==> src/rtl/eeprom_2w_slave.sv <==
module eeprom_2w_slave #(
  parameter logic [6:0] DEV_ADDR  = 7'h50,
  parameter int         DEPTH     = 16,
  parameter int         WR_CYCLES = 250000
) (
  input  logic clk,
  input  logic rst_n,
  input  logic scl_i,
  input  logic sda_i,
  output logic sda_pull
);
  localparam int AW = $clog2(DEPTH);
  localparam int TW = $clog2(WR_CYCLES + 1);

  typedef enum logic [2:0] {ST_IDLE, ST_DEV, ST_WADR, ST_WDAT, ST_RD, ST_BUSY} st_t;

  st_t           st;
  logic [2:0]    scl_q, sda_q;
  logic [3:0]    bitcnt;
  logic [7:0]    sr, tx, wbuf;
  logic [AW-1:0] ptr;
  logic [TW-1:0] tmr;
  logic          in_ack, rw, mack, pend;
  logic [7:0]    mem [DEPTH];

  logic scl_rise, scl_fall, scl_hi, start_c, stop_c;
  assign scl_rise = scl_q[1] & ~scl_q[2];
  assign scl_fall = ~scl_q[1] & scl_q[2];
  assign scl_hi   = scl_q[1] & scl_q[2];
  assign start_c  = scl_hi & sda_q[2] & ~sda_q[1];
  assign stop_c   = scl_hi & ~sda_q[2] & sda_q[1];

  always_ff @(posedge clk or negedge rst_n)
    if (!rst_n) begin
      scl_q <= '1;
      sda_q <= '1;
    end else begin
      scl_q <= {scl_q[1:0], scl_i};
      sda_q <= {sda_q[1:0], sda_i};
    end

  always_ff @(posedge clk or negedge rst_n)
    if (!rst_n) begin
      st <= ST_IDLE; bitcnt <= '0; sr <= '0; tx <= '0; wbuf <= '0; ptr <= '0;
      tmr <= '0; in_ack <= 1'b0; rw <= 1'b0; mack <= 1'b0; pend <= 1'b0; sda_pull <= 1'b0;
      for (int i = 0; i < DEPTH; i++) mem[i] <= '0;
    end else if (start_c) begin
      if (st != ST_BUSY) begin
        st <= ST_DEV; bitcnt <= '0; in_ack <= 1'b0; sda_pull <= 1'b0; pend <= 1'b0;
      end
    end else if (stop_c) begin
      if (st != ST_BUSY) begin
        sda_pull <= 1'b0; in_ack <= 1'b0; bitcnt <= '0;
        if (pend) begin
          mem[ptr] <= wbuf; ptr <= ptr + 1'b1; pend <= 1'b0; st <= ST_BUSY; tmr <= '0;
        end else st <= ST_IDLE;
      end
    end else if (st == ST_BUSY) begin
      if (tmr == TW'(WR_CYCLES - 1)) st <= ST_IDLE;
      else tmr <= tmr + 1'b1;
    end else if (st != ST_IDLE) begin
      if (scl_rise) begin
        if (bitcnt == 4'd8) begin
          bitcnt <= '0;
          mack <= ~sda_q[1];
        end else begin
          sr <= {sr[6:0], sda_q[1]};
          bitcnt <= bitcnt + 1'b1;
        end
      end else if (scl_fall) begin
        if (bitcnt == 4'd8 && !in_ack) begin
          in_ack <= 1'b1;
          case (st)
            ST_DEV:  if (sr[7:1] == DEV_ADDR) begin sda_pull <= 1'b1; rw <= sr[0]; end
                     else st <= ST_IDLE;
            ST_WADR: begin sda_pull <= 1'b1; ptr <= sr[AW-1:0]; end
            ST_WDAT: begin sda_pull <= 1'b1; wbuf <= sr; pend <= 1'b1; end
            default: sda_pull <= 1'b0;
          endcase
        end else if (bitcnt == 4'd0 && in_ack) begin
          in_ack <= 1'b0;
          sda_pull <= 1'b0;
          case (st)
            ST_DEV:  if (rw) begin
                       st <= ST_RD; tx <= mem[ptr]; sda_pull <= ~mem[ptr][7]; ptr <= ptr + 1'b1;
                     end else st <= ST_WADR;
            ST_WADR: st <= ST_WDAT;
            ST_WDAT: st <= ST_IDLE;
            ST_RD:   if (mack) begin
                       tx <= mem[ptr]; sda_pull <= ~mem[ptr][7]; ptr <= ptr + 1'b1;
                     end else st <= ST_IDLE;
            default: st <= ST_IDLE;
          endcase
        end else if (st == ST_RD && !in_ack && bitcnt != 4'd0) begin
          sda_pull <= ~tx[3'd7 - bitcnt[2:0]];
        end
      end
    end

  AST_PULL_AFTER_FALL: assert property (@(posedge clk) disable iff (!rst_n)
    $rose(sda_pull) |-> $past(scl_fall));
  AST_BUSY_SILENT: assert property (@(posedge clk) disable iff (!rst_n)
    (st == ST_BUSY) |-> !sda_pull);
  AST_BUSY_IGNORES_START: assert property (@(posedge clk) disable iff (!rst_n)
    (st == ST_BUSY && start_c && tmr != TW'(WR_CYCLES - 1)) |=> (st == ST_BUSY));
  AST_START_RESTARTS: assert property (@(posedge clk) disable iff (!rst_n)
    (start_c && st != ST_BUSY) |=> (st == ST_DEV && bitcnt == 4'd0 && !sda_pull));
  AST_STOP_STANDBY: assert property (@(posedge clk) disable iff (!rst_n)
    (stop_c && !pend && st != ST_BUSY) |=> (st == ST_IDLE && !sda_pull));
endmodule

==> config.mk <==
export PLATFORM = sky130hd
export DESIGN_NAME = eeprom_2w_slave
export DESIGN_NICKNAME = d
export VERILOG_FILES = /design/src/rtl/eeprom_2w_slave.sv
export SDC_FILE = /design/constraint.sdc
export NUM_CORES = 1
export LEC_CHECK = 0
export BUFFER_PORTS_ARGS = -buffer_cell sky130_fd_sc_hd__buf_2
export CAP_MARGIN = 40
export CORE_UTILIZATION = 65
export CTS_BUF_LIST = sky130_fd_sc_hd__clkbuf_8
export CTS_CLUSTER_DIAMETER = 50
export DETAILED_ROUTE_END_ITERATION = 8
export MAX_ROUTING_LAYER = met4
export PLACE_DENSITY_LB_ADDON = 0.15
export SYNTH_ARGS = -nofsm -noshare
export SYNTH_HDL_FRONTEND = slang
export SYNTH_SLANG_ARGS = --single-unit
==> constraint.sdc <==
create_clock -name clk -period 2.87 [get_ports clk]
set_clock_uncertainty 0.1 [all_clocks]
set_input_delay 0.574 -clock clk [delete_from_list [all_inputs] [get_ports clk]]
set_output_delay 0.574 -clock clk [all_outputs]
set_load 0.01 [all_outputs]
# [After elaboration in Yosys (flattened, before gate mapping)]
# Cells that the tools add are included.
[classes] n_eq_ne=28 n_addsub=4 n_lt_le_gt_ge=3 n_mux=86 n_reduce_logical=39 n_bitwise=20
[ops] operator="128-bit bitwise mux" count=1
[ops] operator="18-bit two-way mux" count=5
[ops] operator="4-bit two-way mux" count=19
[ops] operator="3-bit two-way mux" count=16
[ops] operator="8-bit two-way mux" count=5
[ops] operator="8-bit binary-select mux with 4-bit select" count=1
[ops] operator="8-bit demux with 4-bit select" count=1
[ops] operator="1-bit two-way mux" count=32
[ops] operator="6-bit AND reduction" count=4
[ops] operator="3-bit nonzero test" count=7
[ops] operator="4-bit nonzero test" count=5
[ops] operator="18-bit by 1-bit adder with 18-bit output (second input constant)" count=1
[ops] operator="18-bit equality test (second input constant)" count=1
[ops] operator="8-bit one-hot mux with 2 select lines" count=1
[ops] operator="1-bit inverter" count=12
[ops] operator="12-bit AND reduction" count=1
[ops] operator="11-bit AND reduction" count=1
[ops] operator="2-bit inequality test (second input constant)" count=5
[ops] operator="5-bit inequality test (second input constant)" count=2
[ops] operator="10-bit AND reduction" count=1
[ops] operator="5-bit AND reduction" count=2
[ops] operator="5-bit nonzero test" count=2
[ops] operator="3-bit one-hot mux with 3 select lines" count=1
[ops] operator="9-bit AND reduction" count=1
[ops] operator="other kinds (32)" count=53
[word_totals] in_bits=4 output_inout_bits=1 word_cells=210 regBits=192

# [Longest topological paths before layout]
# Gate-level depths: netlist (run 1).
[depth] word_depth=15 ltp_mapped=8 mapped_depth_nobuf=7

# [Worst setup path before layout (run 1)]
# OpenSTA, ideal clock, no wires.
[synth_path] path_kind="register -> register" startpoint="reg ptr[1]" endpoint="reg tx[0]" period_less_slack_ns=2.168 n_path_buf=2 t_required_ns=2.645 path_stages_with_launch=6 arrival_ns=1.943 setup_time_ns=0.125 setup_slack_ns=0.702 path_cell_list="dfrtp_1 -> clkbuf_1 -> buf_1 -> mux4_2 -> mux4_2 -> mux2_2"
[synth_via] elab_chain_cells=6 elab_cells_between_ends=7 cone_classes="mux (6); bitwise (1)"
[synth_rtl] element="from (decl)" line_no="21" source="logic [AW-1:0] ptr;"
[synth_rtl] element="from (signal assigned)" line_no="90" source="tx <= mem[ptr]; sda_pull <= ~mem[ptr][7]; ptr <= ptr + 1'b1;"
[synth_rtl] element="4-bit inverter with 5-bit output (not written as such) *" line_no="85, 90"
[synth_rtl] element="8-bit binary-select mux with 4-bit select *" line_no="85, 90"
[synth_rtl] element="8-bit two-way mux (not written as such) * (2 in a row)" line_no="85, 90"
[synth_rtl] element="8-bit two-way mux, on equally long branches" line_no="89, 84"
[synth_rtl] element="8-bit one-hot mux with 2 select lines *" line_no="83" source="case (st)"
[synth_rtl] element="to (signal assigned)" line_no="90"
[synth_rtl] element="to (decl)" line_no="20" source="logic [7:0] sr, tx, wbuf;"
# Every way passes the cells marked *; elsewhere a longest branch is shown, timed or not. The select of a mux whose other input is x is not followed.
# A chain may end at the register's enable or synchronous reset.

# [Final worst setup path (run 1)]
[layout_path] startpoint="reg scl_q[1]" endpoint="reg mem[73] (netlist name)"
[layout_via] elab_chain_cells=5 elab_cells_between_ends=7 cone_classes="bitwise (6); reduce/logical (1)"
[layout_rtl] element="from (decl)" line_no="18" source="logic [2:0] scl_q, sda_q;"
[layout_rtl] element="from (signal assigned)" line_no="38" source="scl_q <= {scl_q[1:0], scl_i};"
[layout_rtl] element="1-bit bitwise AND *" line_no="29" source="assign scl_hi = scl_q[1] & scl_q[2];"
[layout_rtl] element="1-bit bitwise AND (2 in a row)" line_no="30" source="assign start_c = scl_hi & sda_q[2] & ~sda_q[1];"
[layout_rtl] element="1-bit inverter (no source line)"
[layout_rtl] element="4-bit AND reduction (no source line) *"
[layout_rtl] element="to (signal, indexed assignment)" line_no="55" source="mem[ptr] <= wbuf; ptr <= ptr + 1'b1; pend <= 1'b0; st <= ST_BUSY; tmr <= '0;"
[layout_rtl] element="to (decl)" line_no="24" source="logic [7:0] mem [DEPTH];"
# Every way passes the cells marked *; elsewhere a longest branch is shown, timed or not.

==> results_dict.tcl, run 1 <==
set metrics [dict create \
    status "complete, no violations" \
    synth_area_leaders "dfrtp_1 (49%), mux2_2 (17%), mux4_1 (7.5%)" \
    synth_common_cells "dfrtp_1 (186), mux2_2 (145), nand2_1 (32)" \
    slowest_stage "dfstp_2" \
    clkTransAtPathRegs_ns 0.10 \
    synth_enable_flop_cells 0 \
    hold_path_class "in2async" \
    initial_core_util_pct 67.4 \
    cp-end-kind "register" \
    final_nets 697 \
    regArea_um2 4810 \
    grtUsageTotal_pct 30.7 \
    worstPathCellList "and4b_2, and3_1, nand2_4, nor2_2, mux2_2" \
    cts_htree_levels 4 \
    multiInputGateArea_um2 4420 \
    final.min_clock_period_ns 2.62 \
    fmax_mhz 382 \
    ios 5 \
    cts_hold_buf 0 \
    hpwl_mm 13.7 \
    max-slew-margin-rel_pct 47.2 \
    core_area_um2 14000 \
    grt_pass1_vias 5839 \
    grt_overflow 0 \
    vias 5805 \
    grt_pass1_wl_mm 32.7 \
    ctsResizeCount 0 \
    syn-num-nets 688 \
    yosysUniqueCellTypes 70 \
    endpoint "mem[73]" \
    r2r_start "scl_q[1]" \
    cts_buffer_depth 2 \
    ys_async_sr_fraction_pct 100 \
    ff2ff_path_depth 5 \
    cts_tree "yes" \
    drc_errors 0 \
    fin_util_pct 72.4 \
    r2r_slack_ns 0.25 \
    drive_above_1_share_pct 36.0 \
    cts_setup_buffers 0 \
    drtIter0Drc 439 \
    final.period_utilization_pct 91.1 \
    final.setup.tns_ns 0 \
    yosys.area.top_type_share_pct 49.2 \
    yosys_most_used_dff "dfrtp_1" \
    power_density_nw_per_um2 567 \
    routed_wl_mm 20.3 \
    rsz0062_at_grt "no" \
    cp.required_ns 3.11 \
    hold_violations 0 \
    synthCells 677 \
    cp.arrival_ns 2.86 \
    setup_viol_count_final 0 \
    cap_violations 0 \
    ys_warn_count 0 \
    yosysSeqAreaShare_pct 50.8 \
    viasPerCell 6.60 \
    drv_slew 0 \
    cts_root_buffer "clkbuf_8" \
    worstSetupStartpoint "scl_q[1]" \
    peakVddDrop_mv 0.484 \
    synth.cell_area_um2 9470 \
    worstMarginPinSlew_ns 0.781 \
    crit_type "reg2reg" \
    grt_max_degree 74 \
    place_congestion 0.852 \
    die_h_um 123 \
    postSynthAreaPerCell_um2 14.0 \
    antenna_left 0 \
    p_leak_nw 4.85 \
    portBuffers 4 \
    clock-sinks 192 \
    die_area_um2 15100 \
    ys_seq_elements 192 \
    max_stage_delay_ns 0.61 \
    regToRegEndpoint "mem[73]" \
    cp_max_fo 9 \
    die_x_um 123 \
    synth.largest_area_cell "dfrtp_1" \
    first_pass_iters 5 \
    placementRows 43 \
    num-fill-cells 871 \
    area_growth_pct 7.39 \
    insertion_delay_ns 0.46 \
    crit_path_start_kind "register" \
    cts_buffers 17 \
    wl_per_cell_um 23.1 \
    synth.most_common_cell "dfrtp_1" \
    grt_antenna_before_repair 1 \
]
-- area by class of cell --
cell class / instances / share of cell area, %
inverters: 11 / 0.406
clock buffers: 19 / 2.57
diodes: 1 / 0.0246
repair buffers: 26 / 2.35
clock inverters: 12 / 1.62
multi-input cells: 438 / 43.5
flip-flops and latches: 192 / 47.3
well taps: 180 / 2.22
-- critical path, delay by kind of cell (launching register included) --
kind | cells | cell delay [ns]
multiplexers | 1 | 0.40
AND/OR/NAND/NOR | 4 | 1.37
flip-flops | 1 | 0.61
-- logic make-up (layout without fill, tap and decap cells) --
kind of cell	count (synthesis)	in the layout	synth area share [%]
muxes	204	204	30.1
DFF	192	192	50.8
and+or+nand+nor	159	159	10.7
AOI/OAI and AO/OA	65	65	4.71
buffers and inverters	47	68	2.50
adders and majority gates	7	7	0.925
xor gates and xnor gates	3	3	0.278
other	0	1	0
-- metrics by stage --
stage / power, mW / std cells / hold WS (ns) / worst slack, ns / cell area, um^2
floorplan: 3.66 / 677 / 0.178 / 0.702 / 9470
global placement: 3.87 / 846 / 0.248 / 0.318 / 9720
detailed placement: 3.90 / 847 / 0.251 / 0.262 / 9740
CTS: 5.80 / 878 / 0.0281 / 0.227 / 10200
global route: 6.00 / 879 / 0.0459 / 0.138 / 10200
finish: 5.77 / 879 / 0.0269 / 0.255 / 10200
-- layer usage --
layer,GRT usage [%],share of wire [%],vias up
li1,-,-,2588
met1,42.9,46,3058
met2,45.4,48,140
met3,8.04,5.0,19
met4,7.32,1.1,0
met5,-,0,-
-- state kept, by name, summed over array words and instances, names as in the netlist, 4 cells and up --
name and flops:
sr 8, wbuf 8, mem 128, tx 8, bitcnt 4, ptr 4
tmr 18
-- cell usage in the layout (no fill, tap or decap), types with 14 or more instances in the layout --
cell type  count
a21oi_1       14
buf_4         18
mux4_2        14
clkbuf_8      20
mux4_1        27
nand2_1       32
mux2_2       145
dfrtp_1      185
nor2_1        21
-- where the power goes --
group	internal (mW)	switching, mW	total [mW]
Sequential	2.79	0.162	2.95
Clock	0.985	0.924	1.91
Combinational	0.386	0.522	0.908
Total	4.16	1.61	5.77
-- worst min-delay path by stage --
stage               slack [ns]  cells past startpoint        end  startpoint
CTS                       0.03                      1     tmr[3]       rst_n
global placement          0.25                      0   sda_q[1]    sda_q[0]
finish                    0.03                      1      st[2]       rst_n
detailed placement        0.25                      0   sda_q[1]    sda_q[0]
floorplan                 0.18                      0  bitcnt[0]       rst_n
global route              0.05                      1      st[2]       rst_n
(Power assumes the default switching activity.)
==> run 2, diff against run 1 <==
--- a/config.mk
+++ b/config.mk
@@ -13,6 +13,7 @@
 export DETAILED_ROUTE_END_ITERATION = 8
 export MAX_ROUTING_LAYER = met4
 export PLACE_DENSITY_LB_ADDON = 0.15
+export REMOVE_ABC_BUFFERS = 1
 export SYNTH_ARGS = -nofsm -noshare
 export SYNTH_HDL_FRONTEND = slang
 export SYNTH_SLANG_ARGS = --single-unit
==> constraint.sdc (replaced) <==
create_clock -name clk -period 2.85 [get_ports clk]
set_clock_uncertainty 0.1 [all_clocks]
set_input_delay 0.57 -clock clk [delete_from_list [all_inputs] [get_ports clk]]
set_output_delay 0.57 -clock clk [all_outputs]
set_load 0.01 [all_outputs]
==> run 2 against run 1 <==
Net effect: register-to-register slack worse by 0.02 ns; fmax up 0.17%; final cell count grew 0.80%; sequential cell count stayed put; die area is the same; design area shrank 0.25%; routed wire length up 0.26%; clock power fell by 12%; worst hold slack worse by 0.023 ns; largest cell class unchanged; largest power group unchanged.
==> results_dict.tcl, run 2 (synthesis gave the netlist of run 1 again) <==
set metrics [dict create \
    wl_per_cell_um 23.0 \
    cts_hold_buf 0 \
    vias 5911 \
    cts_root_buffer "clkbuf_8" \
    crit_path_start_kind "register" \
    cp.arrival_ns 2.87 \
    final.setup.tns_ns 0 \
    setup_viol_count_final 0 \
    cp.required_ns 3.11 \
    hold_violations 0 \
    worstMarginPinSlew_ns 0.694 \
    die_x_um 123 \
    r2r_start "scl_q[1]" \
    final_cell_mix "dfrtp_1 (185), mux2_2 (145), nand2_1 (32)" \
    cap_violations 0 \
    drc_errors 0 \
    grt_overflow 0 \
    insertion_delay_ns 0.48 \
    drv_slew 0 \
    place_congestion 0.890 \
    status "complete, no violations" \
    crit_type "reg2reg" \
    worstSetupStartpoint "scl_q[1]" \
    initial_core_util_pct 67.4 \
    p_leak_nw 4.84 \
    cts_buffer_depth 2 \
    final.period_utilization_pct 91.6 \
    place_inst 853 \
    area_growth_pct 7.12 \
    die_h_um 123 \
    drive_above_1_share_pct 36.7 \
    routed_wl_mm 20.3 \
    drtIter0Drc 451 \
    antenna_left 0 \
    final.min_clock_period_ns 2.61 \
    grt_max_degree 77 \
    cts_htree_levels 4 \
    grt_pass1_wl_mm 33.4 \
    cts_tree "yes" \
    cp-end-kind "register" \
    portBuffers 4 \
    hpwl_mm 14.0 \
    num-fill-cells 918 \
    reg.largest.list "mem (128), tmr (18)" \
    final_nets 704 \
    layout_commonest_cell "dfrtp_1" \
    cts_setup_buffers 0 \
    core_area_um2 14000 \
    grtUsageTotal_pct 31.1 \
    placementRows 43 \
    viasPerCell 6.67 \
    power_density_nw_per_um2 552 \
    die_area_um2 15100 \
    ios 5 \
    hold_path_class "in2async" \
    max-slew-margin-rel_pct 53.1 \
    cts_buffers 17 \
    clock-sinks 192 \
    rsz0062_at_grt "no" \
    ctsResizeCount 0 \
    clkTransAtPathRegs_ns 0.09 \
    grt_pass1_vias 6055 \
    largest_register_ffs 128 \
    largest-register "mem" \
    cp_max_fo 9 \
    diodes 0 \
    fmax_mhz 383 \
    finalNonFillerCells 886 \
    first_pass_iters 5 \
    grt_antenna_before_repair 0 \
    peakVddDrop_mv 0.411 \
]
==> run 2: layer usage <==
metal  share of wire, %  wire length (um)  track usage [%]  vias to the layer above
li1                   -                 -                -                     2605
met1                 46              9280             43.2                     3080
met2                 47              9660             47.1                      201
met3                5.7              1170             7.02                       25
met4                1.1               230             6.78                        0
met5                  0                 0                -                        -
==> run 2: per-stage QoR <==
| stage | power (mW) | cell area [um^2] | hold WS, ns | utilization, % | worst slack [ns] |
|---|---|---|---|---|---|
| after floorplan | 3.60 | 9270 | 0.174 | - | 0.0435 |
| after global placement | 3.92 | 9760 | 0.276 | 69.5 | 0.291 |
| after detailed placement | 3.96 | 9760 | 0.275 | 69.5 | 0.231 |
| after CTS | 5.62 | 10100 | 0.0287 | 72.1 | 0.211 |
| after global routing | 5.82 | 10100 | 0.0460 | 72.2 | 0.127 |
| final | 5.59 | 10100 | 0.00440 | 72.2 | 0.239 |
==> run 2: final cells by class <==
type / count / area (um^2) / area share (%)
clock inverter: 14 / 116 / 1.15
inverter: 11 / 41.3 / 0.407
clock buffer: 18 / 248 / 2.44
multi-input combinational: 438 / 4420 / 43.6
sequential: 192 / 4810 / 47.5
timing repair buffer: 33 / 279 / 2.75
tap: 180 / 225 / 2.22
==> run 2: worst paths after layout <==
kind,endpoint,slack [ns],depth (start not counted)
worst max register to register,mem[84],0.24,5
min in group clk,sda_q[0],0.09,1
worst min-delay path,bitcnt[0],0.004,1
worst max-delay path,mem[84],0.24,5
max in group asynchronous,mem[42],1.90,2
worst min register to register,sda_q[1],0.29,0
==> run 2: worst max-delay path: stages (launching register included) <==
cell and delay (ns):
dfstp_2 0.61, and4b_2 0.32, and3_1 0.49, nand2_4 0.14, nor2_2 0.45, mux2_2 0.39
==> run 2: report_power, final <==
part / internal [mW] / leakage, nW / total, mW / switching [mW]
clock network: 0.712 / 0.192 / 1.69 / 0.973
registers: 2.81 / 2.65 / 2.95 / 0.136
logic: 0.408 / 2.00 / 0.963 / 0.555
total: 3.93 / 4.84 / 5.59 / 1.66
